`src/rtl/flash_cmd_pkg.sv`:
```
package flash_cmd_pkg;

  localparam int SEL_W  = 2;
  localparam int MODE_W = 2;

  typedef enum logic [SEL_W-1:0] {
    SEL_INSTR = 2'd0,
    SEL_ADDR  = 2'd1,
    SEL_ALT   = 2'd2,
    SEL_DATA  = 2'd3
  } reg_sel_e;

  localparam logic [MODE_W-1:0] FN_IND_WRITE = '0;
  localparam logic [MODE_W-1:0] MODE_NONE    = '0;

  typedef struct packed {
    logic [MODE_W-1:0] adr;
    logic [MODE_W-1:0] dat;
    logic [MODE_W-1:0] fn;
  } cmd_modes_t;

endpackage

```
`src/rtl/cmd_trig_decode.sv`:
```
module cmd_trig_decode
  import flash_cmd_pkg::*;
(
  input  logic             clk,
  input  logic             rst_n,
  input  logic             wr_en,
  input  logic [SEL_W-1:0] wr_sel,
  input  cmd_modes_t       modes,
  input  logic             busy,
  output logic             fire
);

  logic     need_addr;
  logic     need_data;
  reg_sel_e trig_sel;

  always_comb begin
    need_addr = (modes.adr != MODE_NONE);
    need_data = (modes.fn == FN_IND_WRITE) && (modes.dat != MODE_NONE);
    if (need_data)      trig_sel = SEL_DATA;
    else if (need_addr) trig_sel = SEL_ADDR;
    else                trig_sel = SEL_INSTR;
  end

  always_comb begin
    fire = wr_en && !busy && (wr_sel == trig_sel);
  end

  // the alternate-byte register never launches
  a_r4_alt_never_fires: assert property (@(posedge clk) disable iff (!rst_n)
    (wr_en && wr_sel == SEL_ALT) |-> !fire);

  // nothing launches while a command is in flight
  a_r7_no_fire_busy: assert property (@(posedge clk) disable iff (!rst_n)
    busy |-> !fire);

endmodule

```
`src/rtl/cmd_busy_ctrl.sv`:
```
module cmd_busy_ctrl
  import flash_cmd_pkg::*;
(
  input  logic       clk,
  input  logic       rst_n,
  input  logic       fire,
  input  logic       xfer_done,
  input  cmd_modes_t modes_in,
  output logic       start,
  output logic       busy,
  output cmd_modes_t modes_held
);

  logic       start_d, start_q;
  logic       busy_d, busy_q;
  logic       mode_en;
  cmd_modes_t modes_q;

  always_comb begin
    start_d = fire;
    busy_d  = busy_q;
    if (fire)           busy_d = 1'b1;
    else if (xfer_done) busy_d = 1'b0;
    mode_en = fire;
  end

  always_ff @(posedge clk or negedge rst_n) begin
    if (!rst_n) begin
      start_q <= 1'b0;
      busy_q  <= 1'b0;
    end else begin
      start_q <= start_d;
      busy_q  <= busy_d;
    end
  end

  always_ff @(posedge clk or negedge rst_n) begin
    if (!rst_n) begin
      modes_q <= '0;
    end else if (mode_en) begin
      modes_q <= modes_in;
    end
  end

  assign start      = start_q;
  assign busy       = busy_q;
  assign modes_held = modes_q;

  // start is a single-cycle pulse
  a_r5_start_pulse: assert property (@(posedge clk) disable iff (!rst_n)
    start |=> !start);

  // busy is high whenever start is
  a_r5_busy_with_start: assert property (@(posedge clk) disable iff (!rst_n)
    start |-> busy);

  // busy only rises together with a start pulse
  a_r5_busy_rise_start: assert property (@(posedge clk) disable iff (!rst_n)
    $rose(busy) |-> start);

  // busy holds until completion is reported
  a_r6_busy_hold: assert property (@(posedge clk) disable iff (!rst_n)
    (busy && !xfer_done) |=> busy);

  // completion while busy clears it
  a_r6_busy_clear: assert property (@(posedge clk) disable iff (!rst_n)
    (busy && xfer_done) |=> !busy);

  // captured modes stay put unless a launch occurs
  a_r8_modes_stable: assert property (@(posedge clk) disable iff (!rst_n)
    !fire |=> $stable(modes_held));

endmodule

```
`src/rtl/flash_cmd_launch.sv`:
```
module flash_cmd_launch
  import flash_cmd_pkg::*;
(
  input  logic              clk,
  input  logic              rst_n,
  input  logic              wr_en,
  input  logic [SEL_W-1:0]  wr_sel,
  input  logic [MODE_W-1:0] adr_mode,
  input  logic [MODE_W-1:0] dat_mode,
  input  logic [MODE_W-1:0] fn_mode,
  input  logic              xfer_done,
  output logic              start,
  output logic              busy,
  output logic [MODE_W-1:0] cmd_adr_mode,
  output logic [MODE_W-1:0] cmd_dat_mode,
  output logic [MODE_W-1:0] cmd_fn_mode
);

  cmd_modes_t modes_now;
  cmd_modes_t modes_held;
  logic       fire;
  logic       busy_int;

  always_comb begin
    modes_now.adr = adr_mode;
    modes_now.dat = dat_mode;
    modes_now.fn  = fn_mode;
  end

  cmd_trig_decode u_decode (
    .clk    (clk),
    .rst_n  (rst_n),
    .wr_en  (wr_en),
    .wr_sel (wr_sel),
    .modes  (modes_now),
    .busy   (busy_int),
    .fire   (fire)
  );

  cmd_busy_ctrl u_ctrl (
    .clk        (clk),
    .rst_n      (rst_n),
    .fire       (fire),
    .xfer_done  (xfer_done),
    .modes_in   (modes_now),
    .start      (start),
    .busy       (busy_int),
    .modes_held (modes_held)
  );

  assign busy         = busy_int;
  assign cmd_adr_mode = modes_held.adr;
  assign cmd_dat_mode = modes_held.dat;
  assign cmd_fn_mode  = modes_held.fn;

  // after reset release nothing is launched without a write
  a_r10_start_needs_write: assert property (@(posedge clk) disable iff (!rst_n)
    !wr_en |=> !start);

endmodule

```
`config.mk`:
```
export PLATFORM = sky130hd
export DESIGN_NAME = flash_cmd_launch
export DESIGN_NICKNAME = d
export VERILOG_FILES = /design/src/rtl/flash_cmd_pkg.sv /design/src/rtl/cmd_trig_decode.sv /design/src/rtl/cmd_busy_ctrl.sv /design/src/rtl/flash_cmd_launch.sv
export SDC_FILE = /design/constraint.sdc
export NUM_CORES = 1
export LEC_CHECK = 0
export BUFFER_PORTS_ARGS = -buffer_cell sky130_fd_sc_hd__buf_2
export CAP_MARGIN = 5
export CORE_AREA = 2 2 39 41
export DETAILED_ROUTE_END_ITERATION = 10
export DIE_AREA = 0 0 41 43
export MAX_ROUTING_LAYER = met4
export PLACE_DENSITY = 0.58
export SYNTH_ARGS = -nofsm -noshare
export SYNTH_HDL_FRONTEND = slang
export SYNTH_SLANG_ARGS = --single-unit
```
`constraint.sdc`:
```
create_clock -name clk -period 1.7 [get_ports clk]
set_input_delay 0.255 -clock clk [delete_from_list [all_inputs] [get_ports clk]]
set_output_delay 0.255 -clock clk [all_outputs]
set_load 0.005 [all_outputs]
```
==> results.toml <==
[critical_path]
critical_path_arrival_ps = 1530
slowest_stage = "or3_4"
cp_top_family = "compound AO/OA/AOI/OAI gates"
crit_chain = "buf_2, or3_4, a221oi_4, o21ai_4, mux2_4"
worstSetupEndpointType = "register"
critPathBufInv = 1
max_stage_delay_ps = 390
worst_ep_required_time_ps = 1830
start_kind = "input pin"
crit_type = "input pin to register"
crit_fanout = 8

[logic_synthesis]
synth_cells = 31
synthFlopType = "dfrtp_1"
synth_enable_flop_cells = 0
synth.top_cell.area_share_pct = 50.3
synth_cell_types = 17
ys_seq_area_share_pct = 50.3
synthArstFlopShare_pct = 100
ys_warn_count = 0
synth_most_common_cell = "dfrtp_1"
postSynthNetCount = 43
synth_top_area_cell = "dfrtp_1"
synthTopCellsByArea = "dfrtp_1, mux2_4, a221oi_4"
syn_avg_cell_area_um2 = 12.8
ys_seq_elements = 8
synth_area_um2 = 398

[power]
p_comb_share_pct = 27.9
vdd_drop_max_uv = 457
power_uw = 542
pwr-share-clk_pct = 25.3
leakage_uw = 0.000281
swShare_pct = 25.8
p_int_uw = 402
switching_power_uw = 140
pwr-share-seq_pct = 46.7
cellPowerDensity_mw_per_mm2 = 967

[finish]
final_area_um2 = 561
area_growth_pct = 40.9
antenna_cells = 0
final_nets = 70
layout-drive-gt1-share_pct = 51.8
fillCellCount = 138

[die]
rows = 14
die_area_mm2 = 0.00176
ios = 20
die_x_um = 41
core_area_mm2 = 0.00138
start_util_pct = 28.8
fp.dieH_um = 43

[timing]
slew_headroom_pct = 77.6
finClkSkew_ps = 2.81
finalSetupTns_ps = 0
worstMarginPinSlew_ps = 334
drv_slew = 0
min_period_ps = 1400
hold-worst-slack_ps = 190
final-setup-viol-count = 0
fmax_ghz = 0.713
rsz0062_at_grt = "no"
post-route-period-util_pct = 82.5
final_hold_viol_count = 0

[min_path]
hold_class = "input pin to register"

[clock_network]
clock_latency_ps = 240
clk_pin_slew_ps = 50
cts_buffer_depth = 2
cts_setup_buffers = 0
htree_levels = 1
cts_tree = "built"
cts_buffers = 3
numClockSinks = 8
cts_root_buffer = "clkbuf_4"

[job]
cap_violations = 0

[global_routing]
grt.met3_usage_pct = 1.57
met1_usage_pct = 13.0
grt_pass1_wl_mm = 1.38
grt_overflow = 0
grtUsageTotal_pct = 12.3
antenna_found_initial = 0
grt_max_degree = 9
grt_most_used_layer = "met2"
first_global_vias = 378
gr-usage-met2_pct = 19.1

[status]
status = "completed"

[placed_design]
placed_area_um2 = 528
gp_congestion = 0.657
port_buffers = 19

[route]
routed_wirelength_um = 813
drt_iter0_drc = 3
via_per_inst = 4.79
wl_per_cell_um = 11.3
drc_errors = 0
first_pass_iters = 3
vias = 345
antenna_left = 0
power groups by stage:
| stage | clock [µW] | combinational (µW) | sequential (µW) |
|---|---|---|---|
| 2_1_floorplan | 0 | 70.7 | 261 |
| 3_3_place_gp | 0 | 151 | 257 |
| 3_5_place_dp | 0 | 152 | 256 |
| 4_1_cts | 144 | 154 | 254 |
| 5_1_grt | 156 | 168 | 259 |
| 6_report | 137 | 152 | 253 |
layout make-up:
class	count	area, µm²	area share, %
multi-input cells	21	190	33.9
inverters	2	7.51	1.34
flip-flops and latches	8	200	35.7
well taps	16	20.0	3.57
repair buffers	22	120	21.4
clock buffers	3	22.5	4.02
through the flow:
stage               setup slack (ps)  utilization (%)  instances
floorplan                        193                -         31
global route                     259             40.5         72
global placement                42.9             38.2         68
finish                           298             40.5         72
detailed placement              28.9             38.2         68
CTS                              293             40.5         72
worst register-to-register path: cells and delay by family, from the launching register on:
| family | cells | cell delay (ps) |
|---|---|---|
| AND/OR/NAND/NOR | 1 | 320 |
| flip-flops | 1 | 390 |
| multiplexers | 1 | 310 |
| AO/OA/AOI/OAI | 1 | 140 |
what timing repair did:
| action | 4_1_cts | 5_1_grt |
|---|---|---|
| resized for setup | 0 | 0 |
| hold buffers | 1 | 0 |
| hold endpoints to repair | 8 | 0 |
state kept, by name, summed over array words and instances, names as in the netlist:
| name | cells |
|---|---|
| u_ctrl.busy | 1 |
| u_ctrl.modes_held | 6 |
| u_ctrl.start | 1 |
layout by cell type, fill, tap and decap left out:
master / instances
a221oi_4: 1
and4_1: 1
a211oi_1: 1
and2b_1: 1
nand3_1: 2
buf_4: 2
nor2_1: 2
o21ai_1: 2
or3_4: 1
clkbuf_4: 3
buf_2: 19
o21ai_4: 1
dlygate4sd3_1: 1
inv_1: 2
o2bb2ai_1: 2
dfrtp_1: 8
or2_1: 1
a31oi_1: 1
mux2_4: 2
a21oi_1: 1
a32o_1: 2
per-layer routing:
layer	up-vias	routed length, µm
met5	-	0
met1	164	326
li1	170	-
met2	9	435
met3	2	42
met4	0	8
cells by family after synthesis:
group | Yosys count | synth area share (%)
muxes | 2 | 7.55
AOI/OAI and AO/OA | 11 | 27.4
DFF | 8 | 50.3
buffers and inverters | 2 | 1.89
and+or+nand+nor | 8 | 12.9
worst paths after layout:
kind | cells after the start | from | slack (ps) | to
setup reg to reg | 3 | u_ctrl.busy$_DFFE_PN0P_ | 430 | u_ctrl.modes_held[3]$_DFFE_PN0P_
hold / removal | 2 | xfer_done | 190 | u_ctrl.busy$_DFFE_PN0P_
max in group asynchronous | 2 | rst_n | 1140 | u_ctrl.modes_held[1]$_DFFE_PN0P_
min in group asynchronous | 2 | rst_n | 400 | u_ctrl.modes_held[2]$_DFFE_PN0P_
setup / recovery | 5 | adr_mode[1] | 300 | u_ctrl.modes_held[3]$_DFFE_PN0P_
hold reg to reg | 1 | u_ctrl.modes_held[1]$_DFFE_PN0P_ | 490 | u_ctrl.modes_held[1]$_DFFE_PN0P_
(Power assumes the default switching activity.)
